**config.mk**
```make
export PLATFORM = sky130hd
export DESIGN_NAME = i2c_port_expander
export DESIGN_NICKNAME = d
export VERILOG_FILES = /design/src/rtl/pex_pkg.sv /design/src/rtl/pex_sync.sv /design/src/rtl/pex_engine.sv /design/src/rtl/pex_port.sv /design/src/rtl/i2c_port_expander.sv
export SDC_FILE = /design/constraint.sdc
export NUM_CORES = 1
export LEC_CHECK = 0
export ABC_AREA = 1
export CORE_UTILIZATION = 35
export CTS_CLUSTER_SIZE = 20
export DETAILED_ROUTE_END_ITERATION = 10
export DONT_BUFFER_PORTS = 1
export GPL_TIMING_DRIVEN = 1
export PLACE_DENSITY = 0.6
export SETUP_SLACK_MARGIN = 0.3
export SLEW_MARGIN = 20
export SYNTH_ARGS = -nofsm -noshare
export SYNTH_HDL_FRONTEND = slang
export SYNTH_SLANG_ARGS = --single-unit
```
**constraint.sdc**
```tcl
create_clock -name clk -period 2.9 [get_ports clk]
set_input_delay 0.435 -clock clk [delete_from_list [all_inputs] [get_ports clk]]
set_output_delay 0.435 -clock clk [all_outputs]
set_load 0.005 [all_outputs]
```
**src/rtl/pex_pkg.sv**
```systemverilog
package pex_pkg;

    typedef enum logic [2:0] {
        ST_IDLE     = 3'd0,
        ST_ADDR     = 3'd1,
        ST_ADDR_ACK = 3'd2,
        ST_WR_BYTE  = 3'd3,
        ST_WR_ACK   = 3'd4,
        ST_RD_BYTE  = 3'd5,
        ST_RD_ACK   = 3'd6,
        ST_IGNORE   = 3'd7
    } pex_state_e;

    localparam int LN_SCL = 0;
    localparam int LN_SDA = 1;
    localparam int LN_CNT = 2;

endpackage

```
**src/rtl/pex_sync.sv**
```systemverilog
module pex_sync #(
    parameter int LINES  = 2,
    parameter int STAGES = 2
) (
    input  logic             clk,
    input  logic             rst_n,
    input  logic [LINES-1:0] raw_i,
    output logic [LINES-1:0] lvl_o,
    output logic [LINES-1:0] rise_o,
    output logic [LINES-1:0] fall_o
);

    generate
        for (genvar g = 0; g < LINES; g++) begin : g_line
            typedef struct packed {
                logic [STAGES-1:0] chain;
                logic              prev;
            } sync_t;

            sync_t s_d, s_q;

            always_comb begin
                s_d       = s_q;
                s_d.chain = {s_q.chain[STAGES-2:0], raw_i[g]};
                s_d.prev  = s_q.chain[STAGES-1];
            end

            always_ff @(posedge clk or negedge rst_n) begin
                if (!rst_n) s_q <= '1;
                else        s_q <= s_d;
            end

            assign lvl_o[g]  = s_q.chain[STAGES-1];
            assign rise_o[g] = s_q.chain[STAGES-1] & ~s_q.prev;
            assign fall_o[g] = ~s_q.chain[STAGES-1] & s_q.prev;
        end
    endgenerate

endmodule

```
**src/rtl/pex_engine.sv**
```systemverilog
module pex_engine
    import pex_pkg::*;
#(
    parameter int BYTE_W  = 8,
    parameter int STRAP_W = 3,
    parameter logic [BYTE_W-2-STRAP_W:0] DEV_PREFIX = 4'b0100
) (
    input  logic                  clk,
    input  logic                  rst_n,
    input  logic                  scl_lvl,
    input  logic                  scl_rise,
    input  logic                  scl_fall,
    input  logic                  sda_lvl,
    input  logic                  sda_rise,
    input  logic                  sda_fall,
    input  logic [STRAP_W-1:0]    strap_i,
    input  logic [2*BYTE_W-1:0]   pin_i,
    output logic                  sda_pull_o,
    output logic                  rd_stb_o,
    output logic                  wr_stb_o,
    output logic                  commit_o,
    output logic [2*BYTE_W-1:0]   word_o
);

    localparam int PORT_W = 2 * BYTE_W;
    localparam int CNT_W  = $clog2(BYTE_W + 1);
    localparam logic [CNT_W-1:0] LAST_BIT = CNT_W'(BYTE_W);

    typedef struct packed {
        pex_state_e         state;
        logic [CNT_W-1:0]   cnt;
        logic [BYTE_W-1:0]  shreg;
        logic               rw;
        logic               next_hi;
        logic [BYTE_W-1:0]  low_hold;
        logic               pull;
        logic               mack;
        logic               wr_stb;
        logic               rd_stb;
        logic               commit;
        logic [PORT_W-1:0]  word;
    } eng_t;

    eng_t r_d, r_q;

    logic              bus_start;
    logic              bus_stop;
    logic              addr_hit;
    logic              byte_done;
    logic [BYTE_W-1:0] pick_byte;

    assign bus_start = sda_fall & scl_lvl;
    assign bus_stop  = sda_rise & scl_lvl;
    assign addr_hit  = (r_q.shreg[BYTE_W-1:1] == {DEV_PREFIX, strap_i});
    assign byte_done = scl_fall & (r_q.cnt == LAST_BIT);
    assign pick_byte = r_q.next_hi ? pin_i[PORT_W-1:BYTE_W] : pin_i[BYTE_W-1:0];

    always_comb begin
        r_d        = r_q;
        r_d.wr_stb = 1'b0;
        r_d.rd_stb = 1'b0;
        r_d.commit = 1'b0;

        if (bus_start) begin
            r_d.state   = ST_ADDR;
            r_d.cnt     = '0;
            r_d.pull    = 1'b0;
            r_d.next_hi = 1'b0;
        end else if (bus_stop) begin
            r_d.state   = ST_IDLE;
            r_d.pull    = 1'b0;
            r_d.next_hi = 1'b0;
        end else begin
            case (r_q.state)
                ST_ADDR: begin
                    if (scl_rise) begin
                        r_d.shreg = {r_q.shreg[BYTE_W-2:0], sda_lvl};
                        r_d.cnt   = r_q.cnt + CNT_W'(1);
                    end else if (byte_done) begin
                        if (addr_hit) begin
                            r_d.pull  = 1'b1;
                            r_d.rw    = r_q.shreg[0];
                            r_d.state = ST_ADDR_ACK;
                        end else begin
                            r_d.state = ST_IGNORE;
                        end
                    end
                end
                ST_ADDR_ACK: begin
                    if (scl_fall) begin
                        r_d.cnt = '0;
                        if (r_q.rw) begin
                            r_d.shreg   = pick_byte;
                            r_d.pull    = ~pick_byte[BYTE_W-1];
                            r_d.next_hi = ~r_q.next_hi;
                            r_d.state   = ST_RD_BYTE;
                        end else begin
                            r_d.pull  = 1'b0;
                            r_d.state = ST_WR_BYTE;
                        end
                    end
                end
                ST_WR_BYTE: begin
                    if (scl_rise) begin
                        r_d.shreg = {r_q.shreg[BYTE_W-2:0], sda_lvl};
                        r_d.cnt   = r_q.cnt + CNT_W'(1);
                    end else if (byte_done) begin
                        r_d.pull  = 1'b1;
                        r_d.state = ST_WR_ACK;
                    end
                end
                ST_WR_ACK: begin
                    if (scl_rise) begin
                        r_d.wr_stb = 1'b1;
                        if (r_q.next_hi) begin
                            r_d.commit  = 1'b1;
                            r_d.word    = {r_q.shreg, r_q.low_hold};
                            r_d.next_hi = 1'b0;
                        end else begin
                            r_d.low_hold = r_q.shreg;
                            r_d.next_hi  = 1'b1;
                        end
                    end else if (scl_fall) begin
                        r_d.pull  = 1'b0;
                        r_d.cnt   = '0;
                        r_d.state = ST_WR_BYTE;
                    end
                end
                ST_RD_BYTE: begin
                    if (scl_rise) begin
                        r_d.cnt = r_q.cnt + CNT_W'(1);
                    end else if (byte_done) begin
                        r_d.pull  = 1'b0;
                        r_d.state = ST_RD_ACK;
                    end else if (scl_fall) begin
                        r_d.shreg = {r_q.shreg[BYTE_W-2:0], 1'b0};
                        r_d.pull  = ~r_q.shreg[BYTE_W-2];
                    end
                end
                ST_RD_ACK: begin
                    if (scl_rise) begin
                        r_d.mack   = ~sda_lvl;
                        r_d.rd_stb = 1'b1;
                    end else if (scl_fall) begin
                        if (r_q.mack) begin
                            r_d.shreg   = pick_byte;
                            r_d.pull    = ~pick_byte[BYTE_W-1];
                            r_d.next_hi = ~r_q.next_hi;
                            r_d.cnt     = '0;
                            r_d.state   = ST_RD_BYTE;
                        end else begin
                            r_d.state = ST_IGNORE;
                        end
                    end
                end
                default: ;
            endcase
        end
    end

    always_ff @(posedge clk or negedge rst_n) begin
        if (!rst_n) r_q <= '0;
        else        r_q <= r_d;
    end

    assign sda_pull_o = r_q.pull;
    assign rd_stb_o   = r_q.rd_stb;
    assign wr_stb_o   = r_q.wr_stb;
    assign commit_o   = r_q.commit;
    assign word_o     = r_q.word;

endmodule

```
**src/rtl/pex_port.sv**
```systemverilog
module pex_port #(
    parameter int PORT_W = 16
) (
    input  logic              clk,
    input  logic              rst_n,
    input  logic              commit_i,
    input  logic [PORT_W-1:0] word_i,
    input  logic              scl_fall_i,
    output logic [PORT_W-1:0] latch_o,
    output logic [PORT_W-1:0] boost_o
);

    typedef struct packed {
        logic [PORT_W-1:0] latch;
        logic [PORT_W-1:0] boost;
    } port_t;

    port_t p_d, p_q;

    always_comb begin
        p_d = p_q;
        if (scl_fall_i) p_d.boost = '0;
        if (commit_i) begin
            p_d.latch = word_i;
            p_d.boost = word_i;
        end
    end

    always_ff @(posedge clk or negedge rst_n) begin
        if (!rst_n) p_q <= '{latch: '1, boost: '0};
        else        p_q <= p_d;
    end

    assign latch_o = p_q.latch;
    assign boost_o = p_q.boost;

endmodule

```
**src/rtl/i2c_port_expander.sv**
```systemverilog
module i2c_port_expander
    import pex_pkg::*;
#(
    parameter int BYTE_W  = 8,
    parameter int STRAP_W = 3,
    parameter int STAGES  = 2,
    parameter logic [BYTE_W-2-STRAP_W:0] DEV_PREFIX = 4'b0100
) (
    input  logic                 clk,
    input  logic                 rst_n,
    input  logic                 scl_i,
    input  logic                 sda_i,
    output logic                 sda_pull_o,
    input  logic [STRAP_W-1:0]   strap_i,
    input  logic [2*BYTE_W-1:0]  pin_i,
    output logic [2*BYTE_W-1:0]  latch_o,
    output logic [2*BYTE_W-1:0]  boost_o,
    output logic                 rd_ack_strobe,
    output logic                 wr_ack_strobe
);

    localparam int PORT_W = 2 * BYTE_W;

    logic [LN_CNT-1:0] ln_lvl, ln_rise, ln_fall;
    logic              commit;
    logic [PORT_W-1:0] word;

    pex_sync #(.LINES(LN_CNT), .STAGES(STAGES)) u_sync (
        .clk    (clk),
        .rst_n  (rst_n),
        .raw_i  ({sda_i, scl_i}),
        .lvl_o  (ln_lvl),
        .rise_o (ln_rise),
        .fall_o (ln_fall)
    );

    pex_engine #(.BYTE_W(BYTE_W), .STRAP_W(STRAP_W), .DEV_PREFIX(DEV_PREFIX)) u_engine (
        .clk        (clk),
        .rst_n      (rst_n),
        .scl_lvl    (ln_lvl[LN_SCL]),
        .scl_rise   (ln_rise[LN_SCL]),
        .scl_fall   (ln_fall[LN_SCL]),
        .sda_lvl    (ln_lvl[LN_SDA]),
        .sda_rise   (ln_rise[LN_SDA]),
        .sda_fall   (ln_fall[LN_SDA]),
        .strap_i    (strap_i),
        .pin_i      (pin_i),
        .sda_pull_o (sda_pull_o),
        .rd_stb_o   (rd_ack_strobe),
        .wr_stb_o   (wr_ack_strobe),
        .commit_o   (commit),
        .word_o     (word)
    );

    pex_port #(.PORT_W(PORT_W)) u_port (
        .clk        (clk),
        .rst_n      (rst_n),
        .commit_i   (commit),
        .word_i     (word),
        .scl_fall_i (ln_fall[LN_SCL]),
        .latch_o    (latch_o),
        .boost_o    (boost_o)
    );

endmodule

```
# After elaboration in Yosys (flattened, before gate mapping)
# Cells that the tools add are included.
# word_totals
ff_bits	84
output_inout_bits	35
wordCells	162
# classes
n_addsub	1
eq_ne	41
mux	70
n_bitwise	17
n_reduce_logical	15
# op_table
operator	n
$mux 17	3
$mux 8	6
$mux 15	3
$pmux 7 s6	1
$ne 4x1->1 const B	10
$mux 19	2
$mux 1	32
$mux 16	2
$pmux 8 s4	1
$mux 3	9
$mux 12	2
$reduce_and 12->1	2
$mux 7	3
$ne 4x4->1 const B	5
$ne 3x1->1 const B	5
$ne 2x1->1 const B	7
$reduce_and 14->1	1
$mux 13	1
$not 1->1	10
$reduce_and 5->1	2
$eq 3x3->1 const B	3
$mux 9	1
$reduce_and 9->1	1
$reduce_bool 8->1	1
other kinds (21)	31

# Logic depth before layout (Yosys ltp)
# Gate-level depths: netlist (run 1).
# logic_depth
ltp_word	8
depth_mapped	12

# Modules after synthesis
# Synthesis (run 1) repeated with hierarchy kept, for this count alone.
# hier_totals
hier_cells	509
hier_area_um2	4149.0
# by_module_without_submodules
module	n_inst	cells_each	area_each_um2	seq_area_each_um2
pex_engine	1	376	2762.6	1151.1
pex_port	1	117	1183.6	820.8
pex_sync	1	16	202.7	157.7

# Worst setup path after synthesis (run 1)
# No wires, ideal clock.
# synth_timing
path_kind	flip-flop to flip-flop
startpoint	register u_sync.g_line[0].s_q, in the netlist u_sync.lvl_o[0]
endpoint	register u_engine.r_q[28] in the netlist's numbering
setup_ps	125
t_arrival_ps	1517
setup_slack_ps	1258
path_stages_with_launch	8
synth_period_minus_slack_ps	1642
path_cell_list	dfstp_2 -> nand2_1 -> nor2_1 -> nor2_2 -> nand2_1 -> inv_2 -> nand2_1 -> mux2_2
# synth_via
elab_chain_len	3
# synth_rtl
element	line_no	source
from (decl)	pex_sync.sv:20	sync_t s_d, s_q;
from (signal assigned)	pex_sync.sv:29	if (!rst_n) s_q <= '1;
from (signal assigned)	pex_sync.sv:30	else s_q <= s_d;
$and 1x1->1, on equally long branches	pex_engine.sv:52, pex_engine.sv:53	
$not 1->1 (no source line)	--	
$reduce_and 5->1 (no source line) *	--	
to (signal assigned)	pex_engine.sv:163	else r_q <= r_d;
to (decl)	pex_engine.sv:44	eng_t r_d, r_q;
# Mark *: on every way between the ends. The rest lies on a longest branch, timed or not.
# A chain may end at the register's enable or synchronous reset.

# Worst setup path in the final report (run 1)
# Ends and elaborated chain as after synthesis.

==> results of run 1 <==
-- critical path, cell delays in order (launching register included) --
cell and delay [ps]:
dfstp_2 590, nand2_1 60, nor2_1 220, nor2_2 100, nand2_1 190, inv_2 80
nand2_1 280, mux2_2 380
-- registers in the layout, summed over array words and instances, names as in the netlist --
register,flops
u_sync.g_line.s_d,2
u_sync.g_line.s_q,2
u_engine.sda_pull_o,1
u_engine.commit_o,1
u_port.boost_o,16
u_sync.lvl_o,2
u_port.latch_o,16
u_engine.r_q,26
u_engine.rd_stb_o,1
u_engine.wr_stb_o,1
u_engine.word_o,16
-- cells by family after synthesis --
family	synth area share, %
simple gates	27.6
flops	53.9
compound gates	11.2
buf+inv	6.17
fa+ha+maj	0.633
xor+xnor	0.222
mux	0.285
-- how the worst max path moves through the flow --
stage	start	end	slack, ps	cells past startpoint
2_1_floorplan	u_sync.lvl_o[0]	u_engine.r_q[28]	1260	7
3_3_place_gp	u_sync.lvl_o[0]	u_engine.r_q[28]	940	7
3_5_place_dp	u_engine.commit_o	u_port.boost_o[8]	880	3
4_1_cts	u_engine.commit_o	u_port.boost_o[15]	820	3
5_1_grt	u_engine.r_q[39]	u_engine.r_q[37]	740	10
6_report	u_sync.lvl_o[0]	u_engine.r_q[28]	900	7
-- metal layers --
metal  track usage (%)  wire length (µm)  share of wire [%]
met1              21.5              4140                 47
met2              25.5              4100                 46
met3              4.04               546                6.2
met4              5.31                69               0.78
met5                 0                 0                  0
-- cell usage in the layout, fill, tap and decap left out, types with 7 or more instances in the layout --
cell         n
dfrtp_1     62
inv_1       41
o21ai_0     43
o21ai_2      9
a22oi_1      9
nor2_1      31
inv_2        7
nand3_1     39
nand2_1    175
dfstp_2     22
clkbuf_16    9
-- stage by stage --
stage / setup slack [ps] / utilization [%] / hold WS, ps / cell area (µm²) / instances
final: 895 / 40.7 / -27.1 / 4450 / 633
after CTS: 817 / 40.7 / 4.84 / 4450 / 633
after global routing: 736 / 40.7 / 13.0 / 4450 / 633
after floorplan: 1260 / - / 139 / 3950 / 487
after detailed placement: 885 / 37.4 / 141 / 4090 / 616
after global placement: 940 / 37.4 / 142 / 4090 / 616
-- cell type report --
| cell class | count | share of cell area [%] |
|---|---|---|
| multi-input cells | 341 | 35.5 |
| clock inverters | 7 | 2.50 |
| well taps | 140 | 3.93 |
| clock buffers | 9 | 5.06 |
| repair buffers | 4 | 1.12 |
| flip-flops and latches | 84 | 47.8 |
| inverters | 48 | 4.05 |
-- report_power, final --
group	total (W)	internal [W]	switching (W)
combinational	0.00133	0.000436	0.000899
sequential	0.00164	0.00142	0.000211
clock	0.00127	0.000769	0.000497
==> reports/metrics.cfg, run 1 <==
[yosys]
yosysMostFrequentCell = nand2_1
yosysWarnings = 0
yosys-top-cells-area = dfrtp_1 39%, nand2_1 17%, dfstp_2 15%
synth-seq-cells = 84
syn_area_um2 = 3950
synth_fp_nets = 512
avgSynthCellArea_um2 = 8.12
ys_types = 34
synth_edf_count = 0
synth_top_area_cell = dfrtp_1
ys_async_sr_fraction_pct = 100
postSynthCellCount = 487
synthTopCellsByCount = 175 x nand2_1, 62 x dfrtp_1, 43 x o21ai_0, 41 x inv_1, 39 x nand3_1
yosysSeqAreaShare_pct = 53.9
synthFlopType = dfrtp_1
synth_top_area_share_pct = 39.2

[global_routing]
antenna_found_initial = 0
grt_first_pass_wirelength_mm = 14.5
grt_start_max_net_pins = 85
gr-total-overflow = 0
grt_pass1_vias = 2864
grt_use_total_pct = 16.1

[timing]
setup_viol = 0
rsz0062_at_grt = no
worstMarginPinSlew_ps = 690
fin_crit_ps = 2000
hold_ws_ps = -27.1
fin_crit_sh_pct = 69.1
slew_headroom_pct = 53.9
fmax_mhz = 499
finClkSkew_ps = 5.17
finalHoldViolCount = 5
tns_ps = 0
drv_slew = 0

[critical_path]
worstReg2RegStart = u_sync.lvl_o[0]
worstSetupPathType = reg -> reg
reg2reg_slack_ps = 900
rr_worst_depth = 7
worstPathMaxFanout = 12
cp.arrival_ps = 2230
crit_required_ps = 3130
endpoint_kind = flip-flop
crit_path_start_kind = flip-flop
worst_r2r_endpoint = u_engine.r_q[28]

[cells_and_area]
antenna_cells = 0
nNetsFinal = 513
drive_gt1_share_pct = 13.8
syn_to_final_growth_pct = 12.6
multi_input_area_um2 = 1580
register_area_um2 = 2130
n_fill_cell = 1100

[clock_tree]
postCtsSetupRepairBufs = 0
clockRootBuffer = clkbuf_16
numCtsBuffers = 9
cts_max_level = 3
hold_buffers = 1
clk_pin_slew_ps = 70
clock_latency_ps = 340
tritoncts = done
clockBufferDepth = 2
clkSinkCount = 84
cts_resized = 0

[pwr]
cellPowerDensity_nw_per_um2 = 952
ir_worst_vdd_mv = 0.487
cellLeakagePower_nw = 2.22
power_w = 0.00424

[placed_design]
io_buffers = 0
gp_congestion = 0.865
dpl.hpwl_mm = 6.24

[die]
die_area_um2 = 11700
ios = 58
num_rows = 38
die_h_um = 108
start_util_pct = 36.2
core-area_um2 = 10900
die_w_um = 108

[run_status]
outcome = complete, but fails checks
violations = hold timing

[route]
drtPass1Iterations = 5
vias_per_cell = 4.94
num_vias = 3126
wl_mm = 8.86
drtAntennaViolNets = 0
routedWlPerCell_um = 14.0
drt_iter0_markers = 231
drc_errors = 0

[worst_hold_path]
hp-class = in -> async

[job]
max-cap-violations = 0

Power figures use the tool's default switching activity.
==> run 2: changes to the inputs <==
Settings changed: ABC_AREA 1 to 0.
Clock period 2.9 ns to 1.85 ns, I/O delays scaled along.
==> run 2 against run 1 <==
Compared with the run above: largest power group is now combinational cells; area after synthesis shrank 1.8%; total power grew 50%; core utilization grew 6.5 points; the flow finishes with violations (hold timing, setup timing).
==> reports/metrics.cfg, run 2 <==
[clock_tree]
hold_buffers = 2  ; +1
cts_max_level = 3  ; unchanged
clock_latency_ps = 370  ; +30 ps
clockRootBuffer = clkbuf_8
clockBufferDepth = 2  ; unchanged
clkSinkCount = 84  ; unchanged
tritoncts = done
clk_pin_slew_ps = 90  ; +20 ps
numCtsBuffers = 9  ; unchanged

[yosys]
synthFlopType = dfrtp_1
synth_edf_count = 0  ; unchanged
yosysWarnings = 0  ; unchanged
postSynthCellCount = 306  ; -37%
synth_top_area_cell = dfrtp_1
synthTopCellsByCount = 62 x dfrtp_1, 43 x mux2_2, 22 x dfstp_2, 17 x a22o_1, 17 x nand2_1
yosysSeqAreaShare_pct = 54.8  ; +0.97 points
ys_types = 53  ; +56%
synth-seq-cells = 84  ; unchanged
synth_adder_area_share_pct = 0.644  ; +0.011 points
synth_top_family_by_area = multiplexers
yosysMostFrequentCell = dfrtp_1
synth-xor-area-share_pct = 0.902  ; +0.68 points
synth-simple-area-share_pct = 9.37  ; -18 points
synth_top_area_share_pct = 39.9  ; +0.71 points
synth_fp_nets = 331  ; -35%
synth_mux_area_share_pct = 18.6  ; +18 points
avgSynthCellArea_um2 = 12.7  ; +56%
ys_async_sr_fraction_pct = 100  ; unchanged
yosys-top-cells-area = dfrtp_1 40%, dfstp_2 15%, mux2_2 12%
syn_area_um2 = 3880  ; -1.8%
synth_compound_area_share_pct = 13.0  ; +1.8 points

[run_status]
outcome = complete, but fails checks
violations = hold timing, setup timing

[placed_design]
pre_cts_slack_ps = -299  ; -1180 ps
gp_congestion = 0.856  ; -1.1%
dpl.hpwl_mm = 6.76  ; +8.4%
place_area_um2 = 4560  ; +12%
io_buffers = 0  ; unchanged

[cells_and_area]
antenna_cells = 0  ; unchanged
multi_input_area_um2 = 1970  ; +24%
largest_reg_flops = 26  ; unchanged
final_cell_mix = 65 x buf_4, 61 x dfrtp_1, 37 x mux2_4, 22 x dfstp_2, 18 x mux2_2
n_fill_cell = 995  ; -9.5%
regMostFlops = u_engine.r_q
nNetsFinal = 400  ; -22%
drive_gt1_share_pct = 52.4  ; +39 points
finish.instance_area_um2 = 5110  ; +15%
final_common_cell = buf_4
register_area_um2 = 2130  ; about the same
syn_to_final_growth_pct = 31.7

[critical_path]
critical_path.max_stage_delay_ps = 610  ; +20 ps
crit_path_start_kind = flip-flop
cp.buffers_inverters = 1  ; unchanged
worstReg2RegStart = u_sync.lvl_o[0]
critPathTopFamily = flip-flops
worstSetupPathType = reg -> reg
crit_required_ps = 2110  ; -1020 ps
setup.worst_path.start = u_sync.lvl_o[0]
crit_chain = or3b_4 > a21oi_4 > buf_4 > a21oi_2 > a2bb2oi_2 > mux2_2
cp_slowest_cell = dfstp_2
endpoint_kind = flip-flop
worstPathMaxFanout = 5  ; -7
cp.arrival_ps = 2170  ; -60 ps

[pwr]
combPwrFrac_pct = 42.7  ; +11 points
pwr-share-clk_pct = 21.3  ; -8.6 points
ir_worst_vdd_mv = 0.493  ; +1.3%
p_int_w = 0.00419  ; +59%
cellPowerDensity_nw_per_um2 = 1250  ; +31%
cellLeakagePower_nw = 2.35  ; +5.9%
swShare_pct = 34.3  ; -3.7 points
power_w = 0.00637  ; +50%
power_frac_seq_pct = 36.0  ; -2.6 points
p_switching_w = 0.00219  ; +36%

[global_routing]
grt_use_total_pct = 18.4  ; +2.3 points
grt_start_max_net_pins = 85  ; unchanged
antenna_found_initial = 0  ; unchanged
gr-total-overflow = 0  ; unchanged
grt_pass1_vias = 2918  ; +1.9%
grt_first_pass_wirelength_mm = 15.7  ; +8.4%

[route]
drc_errors = 0  ; unchanged
drtPass1Iterations = 4  ; -1
vias_per_cell = 5.27  ; +6.8%
wl_mm = 9.79  ; +11%
drtAntennaViolNets = 0  ; unchanged
routedWlPerCell_um = 18.8  ; +35%
num_vias = 2742  ; -12%
drt_iter0_markers = 218  ; -5.6%

[timing]
tns_ps = -54.5  ; -54.5 ps
worst_slack_ps = -54.5  ; -950 ps
fin_crit_ps = 1900  ; -100 ps
finClkSkew_ps = 7.72  ; +2.55 ps
fmax_mhz = 525  ; +5.3%
setup_viol = 1  ; +1
fin_crit_sh_pct = 103  ; +34 points
worstMarginPinSlew_ps = 419  ; -270 ps
hold_ws_ps = -410  ; -383 ps
rsz0062_at_grt = yes
finalHoldViolCount = 84  ; +79
slew_headroom_pct = 72.0  ; +18 points
drv_slew = 0  ; unchanged

[die]
die_h_um = 107  ; -0.87%
die_w_um = 107  ; -0.87%
num_rows = 38  ; unchanged
ios = 58  ; unchanged
die_area_um2 = 11500  ; -1.7%
start_util_pct = 35.8  ; -0.33 points
core-area_um2 = 10800  ; -0.87%

[worst_hold_path]
hp-class = in -> async

[job]
max-cap-violations = 0  ; unchanged

[run 2: worst paths after layout]
check | end | slack [ps] | cells after the start
max | u_engine.r_q[39] | -50 | 6
min | u_port.boost_o[3] | -410 | 0
max reg2reg | u_engine.r_q[39] | -50 | 6
min reg2reg | u_sync.lvl_o[0] | 350 | 0
max in group asynchronous | u_port.latch_o[9] | 2060 | 0
min in group clk | u_engine.r_q[33] | 260 | 3
[run 2: timing repair]
item,in CTS,in global routing
setup buffers,10,6
cloned,0,0
endpoints found under the hold margin,86,84
gates resized for setup,35,7
endpoints found under the setup margin,59,60
pin swaps,18,5
[run 2: cell type report]
cell class,instances,area share (%)
sequential,84,41.7
multi-input combinational,199,38.5
timing repair buffer,73,11.9
tap,140,3.42
clock buffer,11,2.76
clock inverter,5,1.17
inverter,8,0.587
[run 2: cell families after synthesis]
logic type      count (synthesis)
flops                          84
compound gates                 67
mux                            65
simple gates                   61
buf+inv                        23
xor+xnor                        4
fa+ha+maj                       2
[run 2: stage by stage]
stage	util (%)	std cells
2_1_floorplan	-	306
3_3_place_gp	42.1	486
3_5_place_dp	42.1	486
4_1_cts	46.4	514
5_1_grt	47.2	520
6_report	47.2	520
[run 2: power groups by stage]
stage | clock (W) | combinational [W] | sequential (W)
final | 0.00136 | 0.00272 | 0.00230
after floorplan | 0 | 0.00134 | 0.00228
after detailed placement | 0 | 0.00230 | 0.00233
after CTS | 0.00141 | 0.00257 | 0.00230
after global placement | 0 | 0.00228 | 0.00232
after global routing | 0.00149 | 0.00293 | 0.00233
[run 2: metal layers]
metal | up-vias | part of all wire, % | track usage (%)
met5 | - | 0 | 0
met4 | 0 | 2.5 | 8.51
met3 | 16 | 3.8 | 5.08
met2 | 54 | 50 | 30.2
met1 | 1414 | 44 | 22.5
li1 | 1258 | - | -
[run 2: worst register-to-register path, delay by kind of cell, from the launching register on]
kind / cells / cell delay [ps]
AOI/OAI and AO/OA: 3 / 360
muxes: 1 / 270
buffers and inverters: 1 / 140
and+or+nand+nor: 1 / 420
DFF: 1 / 610
==> run 3: changes to the inputs <==
Settings changed: CORE_ASPECT_RATIO set to 1.75, HOLD_SLACK_MARGIN set to 0.15.
==> run 3 against run 2 <==
Compared with the run above: the run still ends with hold timing, setup timing left; combinational power hardly changed; critical path type unchanged; global-route usage is 0.30 points higher; largest power group unchanged; hold slack better by 41 ps; register-to-register slack worse by 70 ps; clock power is 29% higher; largest cell class unchanged; first-iteration DRC count is 55% lower; design area is 2.1% higher.
==> reports/metrics.cfg, run 3 (synthesis results as in run 2) <==
[run_status]
outcome = complete, but fails checks
violations = hold timing, setup timing

[clock_tree]
cts_max_level = 3  ; unchanged
tritoncts = done
clockRootBuffer = clkbuf_16
hold_buffers = 2  ; unchanged
clkSinkCount = 84  ; unchanged
clock_latency_ps = 340  ; -30 ps
clk_pin_slew_ps = 60  ; -30 ps
clockBufferDepth = 2  ; unchanged
numCtsBuffers = 9  ; unchanged

[route]
drt_iter0_markers = 98  ; -55%
drtPass1Iterations = 4  ; unchanged
wl_mm = 10.2  ; +4.2%
vias_per_cell = 5.36  ; +1.6%
routedWlPerCell_um = 19.9  ; +5.8%
num_vias = 2742  ; unchanged
drtAntennaViolNets = 0  ; unchanged
drc_errors = 0  ; unchanged

[pwr]
power_w = 0.00682  ; +7.0%
cellLeakagePower_nw = 2.38  ; +1.3%
ir_worst_vdd_mv = 0.869  ; +76%
cellPowerDensity_nw_per_um2 = 1310  ; +4.7%

[cells_and_area]
utilization_pct = 48.5  ; +1.4 points
syn_to_final_growth_pct = 34.5
nNetsFinal = 402  ; +0.50%
register_area_um2 = 2130  ; about the same
drive_gt1_share_pct = 52.4  ; about the same
largest_reg_flops = 26  ; unchanged
final_cell_mix = 60 x buf_4, 60 x dfrtp_1, 28 x mux2_2, 27 x mux2_4, 22 x dfstp_2
n_fill_cell = 946  ; -4.9%
multi_input_area_um2 = 1950  ; -0.64%
antenna_cells = 0  ; unchanged
regMostFlops = u_engine.r_q

[timing]
hold_ws_ps = -370  ; +40.7 ps
finalHoldViolCount = 84  ; unchanged
rsz0062_at_grt = yes
fin_crit_sh_pct = 106  ; +3.5 points
worstMarginPinSlew_ps = 402  ; -17.9 ps
slew_headroom_pct = 73.2  ; +1.1 points
fmax_mhz = 508  ; -3.3%
drv_slew = 0  ; unchanged
setup_viol = 14  ; +13
worst_slack_ps = -120  ; -65.2 ps
fin_crit_ps = 1970  ; +65.2 ps
finClkSkew_ps = 6.24  ; -1.48 ps

[die]
die_h_um = 141  ; +32%
core-area_um2 = 10800  ; -0.74%
start_util_pct = 36.1  ; +0.27 points
die_area_um2 = 11500  ; +0.14%
ios = 58  ; unchanged
num_rows = 50  ; +32%
die_w_um = 81.6  ; -24%

[critical_path]
crit_required_ps = 2070  ; -40 ps
crit_chain = buf_4 > buf_6 > nand2b_4 > or3_4 > o221ai_4 > o21bai_4 > mux2_4
critPathTopFamily = simple AND/OR/NAND/NOR gates
worstPathMaxFanout = 5  ; unchanged
cp_slowest_cell = dfstp_2
worstSetupPathType = reg -> reg
rr_worst_depth = 7  ; +1
crit_path_start_kind = flip-flop
critical_path.max_stage_delay_ps = 390  ; -220 ps
cp.arrival_ps = 2190  ; +20 ps
cp.buffers_inverters = 2  ; +1
crit_cells = 7  ; +1
endpoint_kind = flip-flop

[job]
max-cap-violations = 0  ; unchanged

[global_routing]
antenna_found_initial = 0  ; unchanged
grt_use_total_pct = 18.7  ; +0.30 points
grt_start_max_net_pins = 85  ; unchanged
grt_first_pass_wirelength_mm = 15.8  ; +1.0%
gr-total-overflow = 0  ; unchanged
grt_pass1_vias = 2919  ; +0.034%

[placed_design]
dpl.hpwl_mm = 7.24  ; +7.1%
gp_congestion = 0.898  ; +4.9%
io_buffers = 0  ; unchanged

[worst_hold_path]
hp-class = in -> async

## run 3: cell count changes in the layout (fill, tap and decap cells not counted), sizes merged
cell / before / now
inv: 9 / 8
clkbuf: 11 / 13
buf: 71 / 72
## run 3: where the power goes
part / switching, W / internal (W)
combinational: 0.00128 / 0.00145
sequential: 0.000258 / 0.00208
clock: 0.000706 / 0.00105
## run 3: worst paths after layout
check | from | end | slack [ps]
max | u_sync.lvl_o[0] | u_engine.r_q[45] | -120
min | rst_n | u_engine.sda_pull_o | -370
max reg2reg | u_sync.lvl_o[0] | u_engine.r_q[45] | -120
min reg2reg | u_sync.g_line[1].s_d[2] | u_sync.lvl_o[1] | 360
max in group asynchronous | rst_n | u_sync.g_line[1].s_q[0] | 1980
min in group clk | pin_i[4] | u_engine.r_q[35] | 340
## run 3: area by class of cell
cell class,count,area share (%)
tap,130,3.11
clock buffer,12,4.53
sequential,84,40.8
clock inverter,4,0.982
multi-input combinational,199,37.4
timing repair buffer,75,12.6
inverter,8,0.575
## run 3: per-stage QoR
stage	area, µm²	hold WS [ps]	TNS [ps]	setup WS (ps)	instances
final	5220	-370	-855	-120	512
after global routing	5220	-381	-1800	-156	512
after CTS	5050	-376	-235	-29.3	502
after detailed placement	4570	-15.0	-2730	-156	476
after global placement	4570	-13.5	-2650	-154	476
after floorplan	4040	-18.1	0	61.0	306
## run 3: layer usage
layer	up-vias	GRT usage (%)	share of wire [%]
met5	-	0	0
met4	0	9.51	4.1
met3	28	4.50	3.6
met2	82	33.6	56
met1	1367	19.6	36
li1	1265	-	-
## run 3: repair_timing
item | in CTS | in global routing
resized for setup | 26 | 17
hold endpoints to repair | 86 | 84
setup buffers | 8 | 9
gates cloned | 0 | 1
pin swaps | 6 | 11
endpoints found under the setup margin | 60 | 61
## run 3: worst register-to-register path: stages, from the launching register on
cell and delay [ps]:
dfstp_2 390, buf_4 140, buf_6 110, nand2b_4 140, or3_4 370, o221ai_4 220, o21bai_4 190, mux2_4 310
